$ cat config.mk
export PLATFORM = sky130hd
export DESIGN_NAME = scanline_irq_counter
export DESIGN_NICKNAME = d
export VERILOG_FILES = /design/src/rtl/scanline_irq_pkg.sv /design/src/rtl/scanline_irq_regs.sv /design/src/rtl/scanline_irq_count.sv /design/src/rtl/scanline_irq_req.sv /design/src/rtl/scanline_irq_counter.sv
export SDC_FILE = /design/constraint.sdc
export NUM_CORES = 1
export LEC_CHECK = 0
export BUFFER_PORTS_ARGS = -buffer_cell sky130_fd_sc_hd__clkbuf_2
export CAP_MARGIN = 20
export CORE_ASPECT_RATIO = 1.1
export CORE_MARGIN = 2
export CORE_UTILIZATION = 29
export CTS_CLUSTER_SIZE = 40
export DETAILED_ROUTE_END_ITERATION = 16
export PLACE_DENSITY = 0.46
export SLEW_MARGIN = 25
export SYNTH_ARGS = -nofsm -noshare
export SYNTH_HDL_FRONTEND = slang
export SYNTH_HIERARCHICAL = 1
export SYNTH_SLANG_ARGS = --single-unit
$ cat constraint.sdc
create_clock -name clk_i -period 2.7 [get_ports clk_i]
set_input_delay 0.135 -clock clk_i [delete_from_list [all_inputs] [get_ports clk_i]]
set_output_delay 0.135 -clock clk_i [all_outputs]
set_load 0.01 [all_outputs]
$ cat src/rtl/scanline_irq_pkg.sv
`timescale 1ns/1ps
package scanline_irq_pkg;
  typedef enum logic [1:0] {
    SEL_LATCH   = 2'd0,
    SEL_RELOAD  = 2'd1,
    SEL_DISABLE = 2'd2,
    SEL_ENABLE  = 2'd3
  } reg_sel_e;
endpackage

$ cat src/rtl/scanline_irq_regs.sv
`timescale 1ns/1ps
module scanline_irq_regs
  import scanline_irq_pkg::*;
#(
  parameter int CNT_W = 8
) (
  input  logic             clk_i,
  input  logic             rst_ni,
  input  logic             wr_en_i,
  input  logic [1:0]       reg_sel_i,
  input  logic [CNT_W-1:0] wr_data_i,
  output logic [CNT_W-1:0] latch_o,
  output logic             enable_o,
  output logic             reload_req_o,
  output logic             ack_o
);
  reg_sel_e sel;
  assign sel = reg_sel_e'(reg_sel_i);

  assign reload_req_o = wr_en_i && (sel == SEL_RELOAD);
  assign ack_o        = wr_en_i && ((sel == SEL_DISABLE) || (sel == SEL_ENABLE));

  always_ff @(posedge clk_i or negedge rst_ni) begin
    if (!rst_ni) begin
      latch_o  <= '0;
      enable_o <= 1'b0;
    end else if (wr_en_i) begin
      case (sel)
        SEL_LATCH:   latch_o  <= wr_data_i;
        SEL_DISABLE: enable_o <= 1'b0;
        SEL_ENABLE:  enable_o <= 1'b1;
        default:     ;
      endcase
    end
  end

  a_r7_enable_follows: assert property (@(posedge clk_i) disable iff (!rst_ni)
    ack_o |=> (enable_o == $past(reg_sel_i[0])));
endmodule

$ cat src/rtl/scanline_irq_count.sv
`timescale 1ns/1ps
module scanline_irq_count #(
  parameter int CNT_W     = 8,
  parameter int LINE_W    = 9,
  parameter int VIS_LINES = 240
) (
  input  logic              clk_i,
  input  logic              rst_ni,
  input  logic              tick_i,
  input  logic [LINE_W-1:0] line_i,
  input  logic              render_i,
  input  logic [CNT_W-1:0]  latch_i,
  input  logic              reload_req_i,
  output logic              zero_hit_o
);
  localparam logic [LINE_W-1:0] VisEnd = LINE_W'(VIS_LINES);

  logic             count_en;
  logic [CNT_W-1:0] cnt_q, cnt_step;
  logic             pend_q, pend_step;

  assign count_en = tick_i && render_i && (line_i < VisEnd);

  always_comb begin
    cnt_step  = cnt_q;
    pend_step = pend_q;
    if (pend_q) begin
      cnt_step  = latch_i;
      pend_step = 1'b0;
    end else if (cnt_q != '0) begin
      cnt_step = cnt_q - 1'b1;
    end
  end

  assign zero_hit_o = count_en && (cnt_step == '0);

  always_ff @(posedge clk_i or negedge rst_ni) begin
    if (!rst_ni) begin
      cnt_q  <= '0;
      pend_q <= 1'b0;
    end else if (count_en) begin
      cnt_q  <= cnt_step;
      // zero re-arms; a reload write in the same cycle also arms
      pend_q <= pend_step || (cnt_step == '0) || reload_req_i;
    end else if (reload_req_i) begin
      pend_q <= 1'b1;
    end
  end

  a_r3_hold_idle: assert property (@(posedge clk_i) disable iff (!rst_ni)
    !count_en |=> $stable(cnt_q));
  a_r4_decrement: assert property (@(posedge clk_i) disable iff (!rst_ni)
    (count_en && !pend_q && cnt_q != '0) |=> (cnt_q == $past(cnt_q) - 1'b1));
  a_r4_reload: assert property (@(posedge clk_i) disable iff (!rst_ni)
    (count_en && pend_q) |=> (cnt_q == $past(latch_i)));
  a_r5_rearm: assert property (@(posedge clk_i) disable iff (!rst_ni)
    (count_en && !pend_q && cnt_q == CNT_W'(1)) |=> pend_q);
endmodule

$ cat src/rtl/scanline_irq_req.sv
`timescale 1ns/1ps
module scanline_irq_req (
  input  logic clk_i,
  input  logic rst_ni,
  input  logic zero_hit_i,
  input  logic enable_i,
  input  logic ack_i,
  output logic irq_o
);
  always_ff @(posedge clk_i or negedge rst_ni) begin
    if (!rst_ni)                     irq_o <= 1'b0;
    else if (ack_i)                  irq_o <= 1'b0;  // ack wins over a same-cycle zero
    else if (zero_hit_i && enable_i) irq_o <= 1'b1;
  end

  a_r6_hold: assert property (@(posedge clk_i) disable iff (!rst_ni)
    (irq_o && !ack_i) |=> irq_o);
  a_r7_ack_clears: assert property (@(posedge clk_i) disable iff (!rst_ni)
    ack_i |=> !irq_o);
  a_r6_needs_enable: assert property (@(posedge clk_i) disable iff (!rst_ni)
    $rose(irq_o) |-> $past(enable_i && zero_hit_i));
endmodule

$ cat src/rtl/scanline_irq_counter.sv
`timescale 1ns/1ps
module scanline_irq_counter #(
  parameter int CNT_W     = 8,
  parameter int LINE_W    = 9,
  parameter int VIS_LINES = 240
) (
  input  logic              clk_i,
  input  logic              rst_ni,
  input  logic              wr_en_i,
  input  logic [1:0]        reg_sel_i,
  input  logic [CNT_W-1:0]  wr_data_i,
  input  logic              tick_i,
  input  logic [LINE_W-1:0] line_i,
  input  logic              render_i,
  output logic              irq_o
);
  logic [CNT_W-1:0] latch;
  logic             enable, reload_req, ack, zero_hit;

  scanline_irq_regs #(.CNT_W(CNT_W)) u_regs (
    .clk_i, .rst_ni, .wr_en_i, .reg_sel_i, .wr_data_i,
    .latch_o(latch), .enable_o(enable), .reload_req_o(reload_req), .ack_o(ack)
  );

  scanline_irq_count #(.CNT_W(CNT_W), .LINE_W(LINE_W), .VIS_LINES(VIS_LINES)) u_count (
    .clk_i, .rst_ni, .tick_i, .line_i, .render_i,
    .latch_i(latch), .reload_req_i(reload_req), .zero_hit_o(zero_hit)
  );

  scanline_irq_req u_req (
    .clk_i, .rst_ni, .zero_hit_i(zero_hit), .enable_i(enable), .ack_i(ack),
    .irq_o
  );
endmodule

* Yosys cells after proc, flatten, opt, wreduce, memory -nomap -nowiden
Index checks and enable logic that the tools add are counted.
Word-level totals: flip-flop bits (word level) 19, word-level logic and storage cells 33
Cells by class: magnitude comparators 1, add/subtract/negate cells 1, muxes and demuxes 7, reductions and logical operators 16, equal/unequal tests 3
Operators by type and width (count):
- $mux 8 | 2
- $lt 9x8->1 const B | 1
- $logic_not 8->1 | 1
- $reduce_bool 8->1 | 1
- $sub 8x1->8 const B | 1
- $logic_and 1x1->1 | 6
- $reduce_bool 2->1 | 3
- $eq 2x2->1 const B | 2
- $mux 1 | 4
- $reduce_and 2->1 | 2
- $eq 2x1->1 const B | 1
- $logic_not 2->1 | 1
- $logic_or 1x1->1 | 2
- $pmux 1 s2 | 1

* Logic depth before layout (Yosys ltp)
Gate-level depths: netlist (run 1).
word-level depth 8, gate-level depth with buffers 9, mapped depth without buffers 9

* By module
Netlist (run 1), hierarchy kept.
Modules (own cells, without submodules):
- scanline_irq_count | cells an instance 82, times used 1, sequential area each 225.2 sq um, area each 701.9 sq um
- scanline_irq_regs | cells an instance 21, times used 1, sequential area each 225.2 sq um, area each 362.8 sq um
- scanline_irq_req | cells an instance 3, times used 1, sequential area each 25.0 sq um, area each 33.8 sq um

* Worst setup path before layout (run 1)
Ideal clock, no wire load.
kind register to register, from register u_count.cnt_q[5], to register u_req.irq_o, cell stages (with the launch flop) 8, setup time 71 ps, required time 2629 ps, data arrival time 2043 ps, slack 585 ps, clock period less this slack 2115 ps, path through dfrtp_1 > or4_4 > o41ai_2 > a31oi_1 > or4_4 > nor2_1 > a21oi_1 > nor2_1
On the way: word-level cells in the longest chain between the ends 7
Ends and longest elaborated chain:
- start, declared | RTL line scanline_irq_count.sv:19 | logic [CNT_W-1:0] cnt_q, cnt_step;
- start signal, assigned | RTL line scanline_irq_count.sv:42 | cnt_q <= cnt_step;
- $sub 8x1->8 or $reduce_bool 8->1 (tied branches) | RTL line scanline_irq_count.sv:31, scanline_irq_count.sv:30
- $mux 8 (*) | RTL line scanline_irq_count.sv:30 | end else if (cnt_q != '0) begin
- $mux 8 (*) | RTL line scanline_irq_count.sv:27 | if (pend_q) begin
- $logic_not 8->1 (*) | RTL line scanline_irq_count.sv:35 | assign zero_hit_o = count_en && (cnt_step == '0);
- $logic_and 1x1->1 (*) | RTL line scanline_irq_count.sv:35
- net zero_hit | RTL line scanline_irq_counter.sv:18 | logic enable, reload_req, ack, zero_hit;
- $logic_and 1x1->1 (*) | RTL line scanline_irq_req.sv:13 | else if (zero_hit_i && enable_i) irq_o <= 1'b1;
- $reduce_bool 2->1 (no line) (*)
- end signal, assigned | RTL line scanline_irq_req.sv:11 | if (!rst_ni) irq_o <= 1'b0;
- end signal, assigned | RTL line scanline_irq_req.sv:12 | else if (ack_i) irq_o <= 1'b0;
- end signal, assigned | RTL line scanline_irq_req.sv:13
- end, declared | RTL line scanline_irq_req.sv:8 | output logic irq_o
The timed path passes the listed nets; every way through them passes the cells marked *. A chain may end at the register's enable or synchronous reset.

* Worst setup path after layout (run 1)
Ends and elaborated chain as after synthesis.

==> results.yml, run 1 <==
min_path:
  holdPathStages: 2
  holdCritStartpoint: "wr_data_i[1]"
  hold_end: "u_regs/latch_o[1]$_DFFE_PN0P_"
  hold_path.class: "input pin to flip-flop"
critical_path:
  reg2reg_to: "u_req/irq_o$_DFFE_PN0P_"
  crit_fanout: 6
  startpoint_type: "flip-flop"
  critPathKind: "flip-flop to flip-flop"
  crit_arrival_ps: 2470
  end_kind: "flip-flop"
  r2r_slack_ps: 420
  r2r_cells: 7
  reg2reg_from: "u_count/cnt_q[5]$_DFFE_PN0P_"
  cp_data_required_time_ps: 2890
pwr:
  pwr-share-comb_pct: 38.6
  netSwitchingPower_mw: 0.4577
  p_leak_nw: 0.5577
  total_power_mw: 1.139
  p_per_area_nw_per_um2: 865.7
  p_int_mw: 0.6817
  swShare_pct: 40.17
  peakVddDrop_v: 0.0003087
  pwr-share-clk_pct: 17.6
  power_frac_seq_pct: 43.8
sta:
  period_needed_ps: 2281
  worst_slack_ps: 418.5
  tightest_slew_ps: 478.6
  fmax_ghz: 0.4383
  skew_ps: 4.895
  tns_ps: 0
  rsz0062_at_grt: "false"
  slew_headroom_pct: 67.59
  setup_violations: 0
  drv_slew: 0
  min_period_over_period_pct: 84.50
  hold_viol: 0
place:
  port_buffers: 20
  hpwl_mm: 1.947
  dp_slack_ps: 397.2
  gp_congestion: 0.8706
  placedCellCount: 175
synthesis:
  synth-xor-area-share_pct: 0
  synth.net_count: 132
  yosysSeqAreaShare_pct: 43.28
  synth_top_family_by_area: "compound AO/OA/AOI/OAI gates"
  synth_cells: 106
  netlist_area_um2: 1099
  ys_ff_latch: 19
  yosysWarnings: 6
  syn_avg_cell_area_um2: 10.36
  synthAdderAreaFrac_pct: 2.278
  yosys.area_share.simple_pct: 19.59
  yosys.cell_types.count: 36
  synthMuxAreaShare_pct: 11.28
  synth_compound_area_share_pct: 21.18
floorplan:
  rows: 23
  coreArea_um2: 3626
  ios: 25
  chipHeight_um: 68.55
  die-area_um2: 4297
  dieWidth_um: 62.69
  initial_core_util_pct: 30.30
global_route:
  grt_pass1_wl_mm: 4.512
  grt_usage_pct: 13.43
  overflow: 0
  grt_pass1_vias: 968
  antenna_found_initial: 0
  grt_max_degree: 20
cts:
  cts.sinks: 19
  cts-root-buf: "clkbuf_8"
  cts_tree: "yes"
  cts_buffers: 3
  cts_max_level: 1
  cts_buffer_depth: 2
  insertion_delay_ps: 250
  cts_resized: 0
  clk_pin_slew_worst_paths_ps: 70
layout:
  finalNetCount: 157
  fillers: 394
  final_cell_mix: "clkbuf_2, dfrtp_1, nor2_1, mux2_2, o21ai_0"
  final_common_cell: "clkbuf_2"
  area_growth_pct: 19.82
  drive_gt1_share_pct: 35.38
  antenna_cells: 0
  finalNonFillerCells: 180
drt:
  drc: 0
  totalWireLength_mm: 2.570
  drt_iter0_drc: 46
  drt-vias-per-instance: 5.206
  drtPass1Iterations: 4
  antenna_left: 0
  routedWlPerCell_um: 14.28
  dr_total_vias: 937
job:
  cap_violations: 0
status:
  status: "finished, final reports clean"
-- power groups by stage --
stage / registers, mW / clock network, mW / logic, mW
floorplan: 0.460 / 0 / 0.350
global route: 0.522 / 0.226 / 0.500
global placement: 0.503 / 0 / 0.433
detailed placement: 0.505 / 0 / 0.436
finish: 0.499 / 0.200 / 0.440
CTS: 0.498 / 0.208 / 0.439
-- worst max path at each step --
| stage | start | end | slack (ps) | cells after the start |
|---|---|---|---|---|
| 2_1_floorplan | u_count/cnt_q[5]$_DFFE_PN0P_ | u_req/irq_o$_DFFE_PN0P_ | 590 | 7 |
| 5_1_grt | u_count/cnt_q[0]$_DFFE_PN0P_ | u_req/irq_o$_DFFE_PN0P_ | 250 | 9 |
| 3_5_place_dp | u_count/cnt_q[0]$_DFFE_PN0P_ | u_req/irq_o$_DFFE_PN0P_ | 400 | 9 |
| 6_report | u_count/cnt_q[5]$_DFFE_PN0P_ | u_req/irq_o$_DFFE_PN0P_ | 420 | 7 |
| 3_3_place_gp | u_count/cnt_q[0]$_DFFE_PN0P_ | u_req/irq_o$_DFFE_PN0P_ | 400 | 9 |
| 4_1_cts | u_count/cnt_q[0]$_DFFE_PN0P_ | u_req/irq_o$_DFFE_PN0P_ | 380 | 9 |
-- synth_stat cells --
cell	n	area share (%)
a22oi_1	2	1.4
nand4b_1	2	1.6
and3_2	1	0.68
o21ai_0	10	4.6
nor3b_1	1	0.68
nor2_1	11	3.8
and3b_2	1	0.91
nor3_1	2	0.91
o41ai_2	1	1.5
and4b_1	1	0.91
a31oi_1	2	1.1
mux2_2	11	11
o41a_1	1	1.0
o41ai_1	2	1.6
o21a_1	1	0.68
dfrtp_1	19	43
or4_4	2	2.0
nor4_2	1	1.1
nand2_1	4	1.4
a21boi_1	1	0.68
a32oi_1	3	2.4
clkbuf_1	2	0.68
nand3b_1	1	0.68
o22a_2	1	0.91
o22ai_1	1	0.57
nand4_1	1	0.57
nor3b_4	1	1.7
nor2b_1	1	0.57
ha_1	2	2.3
a21oi_1	7	3.2
or3b_2	1	0.80
o311ai_1	1	0.80
nor4_1	1	0.57
o21ai_2	1	0.80
and2_2	1	0.68
inv_1	5	1.7
-- layer usage --
layer | track usage, % | up-vias | part of all wire [%]
met5 | 0 | - | 0
met2 | 25.67 | 26 | 52
met1 | 15.45 | 452 | 43
met4 | 5.278 | 0 | 0.66
li1 | - | 457 | -
met3 | 1.948 | 2 | 4.3
-- repair_timing --
action / in CTS / in global routing
endpoints found under the hold margin: 19 / 0
hold buffers: 1 / 0
buffers inserted: 0 / 0
-- through the flow --
step,instance area [um^2],util [%],hold slack [ps]
2_1_floorplan,1099,-,-160.6
3_3_place_gp,1261,34.78,134.1
3_5_place_dp,1261,34.78,134.6
4_1_cts,1316,36.30,106.1
5_1_grt,1316,36.30,110.2
6_report,1316,36.30,110.7
-- worst max-delay path: stages (launching register included) --
cell	delay, ps
dfrtp_1	440
or4_4	590
o41ai_2	230
a31oi_1	150
or4_4	560
nor2_1	110
a21oi_1	70
nor2_1	80
-- cell type report --
type                       count  area, um^2  area share, %
clock buffer                   4       45.04          3.422
tap                           50       62.56          4.753
sequential                    19       475.5          36.12
timing repair buffer          22       117.6          8.935
inverter                       5       18.77          1.426
multi-input combinational     80       596.8          45.34
-- flip-flops by register name (all words and copies together), names as in the netlist --
register         cells
u_req/irq_o          1
u_count/cnt_q        8
u_count/pend_q       1
u_regs/latch_o       8
u_regs/enable_o      1
-- logic make-up (layout without fill, tap and decap cells) --
group	Yosys count	after routing
muxes	11	11
buffers and inverters	7	31
and+or+nand+nor	33	33
AOI/OAI and AO/OA	34	34
DFF	19	19
adders and majority gates	2	2
Power figures use the tool's default switching activity.
==> inputs of run 2 (changes only) <==
Settings changed: PLACE_DENSITY 0.46 to 0.48.
Clock period 2.7 ns to 2 ns, I/O delays scaled along.
==> run 2 against run 1 <==
The flow now finishes with violations (setup timing). Sequential cell count stayed put. Die area stayed put. Setup slack lost 560 ps. Highest routed layer unchanged. Fmax grew 6.6%. Cell count rose by 12%. Non-clock buffer count up 21. Total power is 67% higher. Clock power up 39%. Hold slack got worse by 48 ps. Critical path depth stayed put. Sequential share of layout area decreased by 4.6 points. Clock skew is essentially flat.
==> results.yml, run 2 (synthesis results as in run 1) <==
layout:
  final_common_cell: "buf_4"
  drive_gt1_share_pct: 49.01
  area_growth_pct: 37.47
  reg.largest.list: "u_count/cnt_q x8, u_regs/latch_o x8"
  finalNetCount: 178
  fillers: 384
  final_cell_mix: "buf_4, clkbuf_2, dfrtp_1"
  antenna_cells: 0
  fin_area_um2: 1510
  finalNonFillerCells: 201
floorplan:
  dieWidth_um: 62.69
  coreArea_um2: 3626
  rows: 23
  die-area_um2: 4297
  chipHeight_um: 68.55
  initial_core_util_pct: 30.30
  ios: 25
sta:
  min_period_over_period_pct: 107.0
  slew_headroom_pct: 68.06
  fmax_ghz: 0.4674
  tightest_slew_ps: 478.6
  rsz0062_at_grt: "true"
  skew_ps: 4.929
  period_needed_ps: 2140
  drv_slew: 0
  hold_viol: 0
  setup_violations: 2
  worst_slack_ps: -139.6
drt:
  drt_iter0_drc: 50
  wl_met1_mm: 1.270
  antenna_left: 0
  routedWlPerCell_um: 14.03
  drtPass1Iterations: 4
  totalWireLength_mm: 2.821
  wl_met3_um: 114
  met2_wirelength_mm: 1.366
  top_layer: "met4"
  drc: 0
  drt-vias-per-instance: 5.100
  dr_total_vias: 1025
pwr:
  power_frac_seq_pct: 31.2
  p_per_area_nw_per_um2: 1261
  total_power_mw: 1.904
  peakVddDrop_v: 0.0005389
  swShare_pct: 37.85
  pwr-share-clk_pct: 14.6
  p_int_mw: 1.184
  p_leak_nw: 0.6672
  netSwitchingPower_mw: 0.7208
  pwr-share-comb_pct: 54.2
place:
  hpwl_mm: 2.160
  postPlaceCellArea_um2: 1419
  gp_congestion: 0.8295
  port_buffers: 20
  dp_slack_ps: -138.6
  placedCellCount: 196
min_path:
  hold_path.class: "input pin to flip-flop"
  holdCritStartpoint: "wr_data_i[2]"
status:
  status: "finished, violations left"
  violations: "setup timing"
cts:
  cts_buffers: 3
  insertion_delay_ps: 260
  cts-root-buf: "clkbuf_8"
  cts_max_level: 1
  cts.sinks: 19
  cts_buffer_depth: 2
  cts_tree: "yes"
  clk_pin_slew_worst_paths_ps: 80
critical_path:
  slowest_delay_ps: 560
  crit_start: "u_count/cnt_q[4]$_DFFE_PN0P_"
  cp_data_required_time_ps: 2200
  cp_cell_sequence: "or4_4 -> o41ai_2 -> a31oi_1 -> or4_4 -> nor2_2 -> a21oi_1 -> nor2_1"
  crit_arrival_ps: 2340
  startpoint_type: "flip-flop"
  crit_top_cell: "or4_4"
  reg2reg_from: "u_count/cnt_q[4]$_DFFE_PN0P_"
  crit_fanout: 2
  end_kind: "flip-flop"
  worst_path_max_delay_cell: "or4_4"
  critPathKind: "flip-flop to flip-flop"
global_route:
  grt_pass1_vias: 1040
  grt_pass1_wl_mm: 4.899
  grt_max_degree: 20
  overflow: 0
  antenna_found_initial: 0
  grt_usage_pct: 14.87
job:
  cap_violations: 0
run 2: final timing paths:
kind,cells past startpoint,slack (ps),end
hold / removal,2,60,u_regs/latch_o[2]$_DFFE_PN0P_
setup reg to reg,7,-140,u_req/irq_o$_DFFE_PN0P_
hold reg to reg,1,510,u_regs/latch_o[5]$_DFFE_PN0P_
min in group asynchronous,2,320,u_count/cnt_q[0]$_DFFE_PN0P_
setup / recovery,7,-140,u_req/irq_o$_DFFE_PN0P_
max in group asynchronous,2,1360,u_req/irq_o$_DFFE_PN0P_
run 2: layout make-up:
class / instances / area, um^2 / area share (%)
Multi-Input combinational cell: 80 / 633.1 / 41.92
Inverter: 5 / 18.77 / 1.243
Tap cell: 50 / 62.56 / 4.142
Sequential cell: 19 / 475.5 / 31.48
Timing Repair Buffer: 43 / 275.3 / 18.23
Clock buffer: 4 / 45.04 / 2.983
run 2: power groups by stage:
stage               Combinational (mW)  Sequential (mW)  Clock, mW
floorplan                        0.472            0.621          0
CTS                              0.979            0.587      0.280
detailed placement               0.967            0.591          0
global route                      1.14            0.611      0.301
global placement                 0.956            0.591          0
finish                            1.03            0.593      0.278
run 2: metrics by stage:
stage	hold WS, ps	setup TNS (ps)	util (%)
2_1_floorplan	-195.6	-105.1	-
3_3_place_gp	85.68	-198.9	39.13
3_5_place_dp	93.02	-227.3	39.13
4_1_cts	62.69	-167.4	40.79
5_1_grt	61.93	-299.9	41.65
6_report	62.71	-164.5	41.65
run 2: worst max-delay path, delay by kind of cell (launching register included):
kind / cells / cell delay [ps]
flops: 1 / 380
simple gates: 4 / 1280
compound gates: 3 / 420
run 2: layer usage:
layer | up-vias | track usage [%]
met5 | - | 0
met4 | 0 | 6.667
met3 | 7 | 3.084
met2 | 27 | 25.94
met1 | 493 | 18.07
li1 | 498 | -
run 2: what timing repair did:
| item | 4_1_cts | 5_1_grt |
|---|---|---|
| setup endpoints to repair | 2 | 4 |
| pin swaps | 2 | 2 |
| hold buffers | 1 | 0 |
| endpoints found under the hold margin | 19 | 0 |
| setup buffers | 0 | 0 |
| gates resized for setup | 2 | 7 |
==> inputs of run 3 (changes only) <==
Settings changed: ABC_AREA from default to 1, CORE_UTILIZATION 29 to 47, PLACE_DENSITY 0.48 to 0.71, SETUP_SLACK_MARGIN from default to 0.5.
==> run 3 against run 2 <==
The run now ends clean. Synthesized cell count is 47% higher. Routed wire length decreased by 14%. Critical path type unchanged. Count of clock-buffer cells in the layout decreased by 1. Global-route usage grew 4.7 points. Sequential cell count unchanged. Combinational power down 14%. Highest routed layer unchanged. Non-clock buffer count down 6. Sequential power fell by 3.7%. Synthesized area is 2.7% higher.
==> results.yml, run 3 <==
global_route:
  grt_pass1_wl_mm: 4.340
  overflow: 0
  grt_pass1_vias: 1034
  grt_max_degree: 20
  antenna_found_initial: 0
  grt_usage_pct: 19.57
critical_path:
  slowest_delay_ps: 400
  path_delay_family: "simple AND/OR/NAND/NOR gates"
  cp_data_required_time_ps: 2240
  cp_cell_sequence: "inv_2 -> ha_4 -> nand2_4 -> nor2_4 -> nand2_1 -> nand3_1 -> nand2_1 -> nor2_1 -> nand2_1 -> nor2_1 -> nand2_1 -> a21oi_2"
  crit_top_cell: "nand2_1"
  crit_fanout: 4
  crit_arrival_ps: 1890
  startpoint_type: "flip-flop"
  path_buf_inv: 1
  end_kind: "flip-flop"
  worst_path_max_delay_cell: "dfrtp_1"
  critPathKind: "flip-flop to flip-flop"
synthesis:
  yosysTopAreaCellShare_pct: 42.13
  yosys.cell_types.count: 22
  yosysWarnings: 6
  synth_cells: 156
  ys_ff_latch: 19
  synth_top_cell_by_area: "dfrtp_1"
  yosysMostFrequentCell: "nand2_1"
  synth_area_leaders: "dfrtp_1, nand2_1, nand3_1"
  netlist_area_um2: 1129
  yosysSeqAreaShare_pct: 42.13
  ys_top_cells_by_count: "nand2_1, dfrtp_1, nand3_1"
  synthArstFlopShare_pct: 100.0
  synth_ff_type: "dfrtp_1"
  syn_avg_cell_area_um2: 7.235
  synth.net_count: 182
  synth_edf_count: 0
drt:
  drt-vias-per-instance: 4.728
  drc: 0
  totalWireLength_mm: 2.429
  antenna_left: 0
  dr_total_vias: 1059
  drtPass1Iterations: 4
  drt_iter0_drc: 19
  routedWlPerCell_um: 10.84
sta:
  fmax_ghz: 0.6050
  hold_viol: 0
  tightest_slew_ps: 464.5
  tns_ps: 0
  drv_slew: 0
  slew_headroom_pct: 69.04
  setup_violations: 0
  min_period_over_period_pct: 82.65
  period_needed_ps: 1653
  skew_ps: 0.8160
  rsz0062_at_grt: "true"
  hold_slack_ps: 11.03
floorplan:
  chipHeight_um: 55.40
  dieWidth_um: 50.72
  die-area_um2: 2810
  coreArea_um2: 2252
  rows: 18
  ios: 25
  initial_core_util_pct: 50.11
pwr:
  p_per_area_nw_per_um2: 1102
  peakVddDrop_v: 0.0006088
  total_power_mw: 1.651
  power_frac_seq_pct: 34.6
  swShare_pct: 41.22
  p_leak_nw: 0.7829
  pwr-share-clk_pct: 12.0
  p_int_mw: 0.9706
  pwr-share-comb_pct: 53.4
  netSwitchingPower_mw: 0.6805
layout:
  antenna_cells: 0
  final_common_cell: "nand2_1"
  drive_gt1_share_pct: 36.08
  area_growth_pct: 32.82
  finalNonFillerCells: 224
  reg.largest.list: "u_count/cnt_q x8, u_regs/latch_o x8"
  final_cell_mix: "nand2_1, clkbuf_2, dfrtp_1"
  finalNetCount: 221
  final_core_util_pct: 66.56
cts:
  cts_tree: "yes"
  cts.sinks: 19
  cts-root-buf: "clkbuf_4"
  insertion_delay_ps: 300
  cts_max_level: 1
  cts_buffers: 3
  cts_buffer_depth: 2
  clk_pin_slew_worst_paths_ps: 110
place:
  port_buffers: 20
  hpwl_mm: 1.668
  gp_congestion: 0.8862
  placedCellCount: 203
min_path:
  hold_path.class: "input pin to flip-flop"
status:
  status: "finished, final reports clean"
job:
  cap_violations: 0
-- run 3: stage by stage --
stage / worst slack (ps) / instance area [um^2]
2_1_floorplan: 529.9 / 1129
3_3_place_gp: 329.4 / 1250
3_5_place_dp: 319.2 / 1250
4_1_cts: 377.3 / 1431
5_1_grt: 174.6 / 1499
6_report: 347.1 / 1499
-- run 3: cell families (layout without fill, tap and decap cells) --
kind of cell             Yosys count  in the layout  synth area share (%)
AND/OR/NAND/NOR                  105            105                 42.24
flip-flops                        19             19                 42.13
buffers and inverters             15             53                 5.432
AO/OA/AOI/OAI                     14             14                 7.205
adder cells (fa/ha/maj)            2              2                 2.217
XOR/XNOR                           1              1                0.7762
-- run 3: repair_timing --
action,CTS,global route
setup endpoints to repair,2,4
pin swaps,11,10
resized for setup,13,14
endpoints found under the hold margin,19,0
hold buffers,1,0
cloned,0,0
setup buffers,14,2
-- run 3: worst register-to-register path, stage by stage, from the launching register on --
cell	delay (ps)
dfrtp_1	400
inv_2	130
ha_4	160
nand2_4	50
nor2_4	140
nand2_1	90
nand3_1	80
nand2_1	70
nor2_1	80
nand2_1	90
nor2_1	120
nand2_1	70
a21oi_2	100
-- run 3: area by class of cell --
| class | count | area, um^2 |
|---|---|---|
| inverter | 12 | 45.04 |
| clock buffer | 3 | 22.52 |
| clock inverter | 1 | 5.005 |
| fill | 208 | 753.2 |
| sequential | 19 | 479.2 |
| tap | 30 | 37.54 |
| timing repair buffer | 37 | 234.0 |
| multi-input combinational | 122 | 675.6 |
-- run 3: routing by layer --
| layer | wire [um] | track usage, % |
|---|---|---|
| met4 | 38 | 8.494 |
| met2 | 1235 | 33.65 |
| met3 | 65 | 2.162 |
| met5 | 0 | 0 |
| met1 | 1090 | 24.43 |
-- run 3: power groups by stage --
stage          Clock, mW  Combinational, mW  Sequential [mW]
2_1_floorplan          0              0.446            0.550
6_report           0.198              0.882            0.571
4_1_cts            0.203              0.754            0.567
3_3_place_gp           0              0.529            0.577
5_1_grt            0.215              0.982            0.587
3_5_place_dp           0              0.536            0.580
-- run 3: final timing paths --
path                                                      end                     startpoint  slack [ps]  cells after the start
worst max-delay path                  u_req/irq_o$_DFFE_PN0P_   u_count/cnt_q[0]$_DFFE_PN0P_         350                     12
worst min-delay path            u_regs/latch_o[4]$_DFFE_PN0P_                   wr_data_i[4]          10                      3
min in group asynchronous         u_regs/enable_o$_DFFE_PN0P_                         rst_ni         270                      2
worst max register to register        u_req/irq_o$_DFFE_PN0P_   u_count/cnt_q[0]$_DFFE_PN0P_         350                     12
max in group asynchronous        u_count/cnt_q[3]$_DFFE_PN0P_                         rst_ni        1390                      2
worst min register to register  u_regs/latch_o[1]$_DFFE_PN0P_  u_regs/latch_o[1]$_DFFE_PN0P_         490                      2
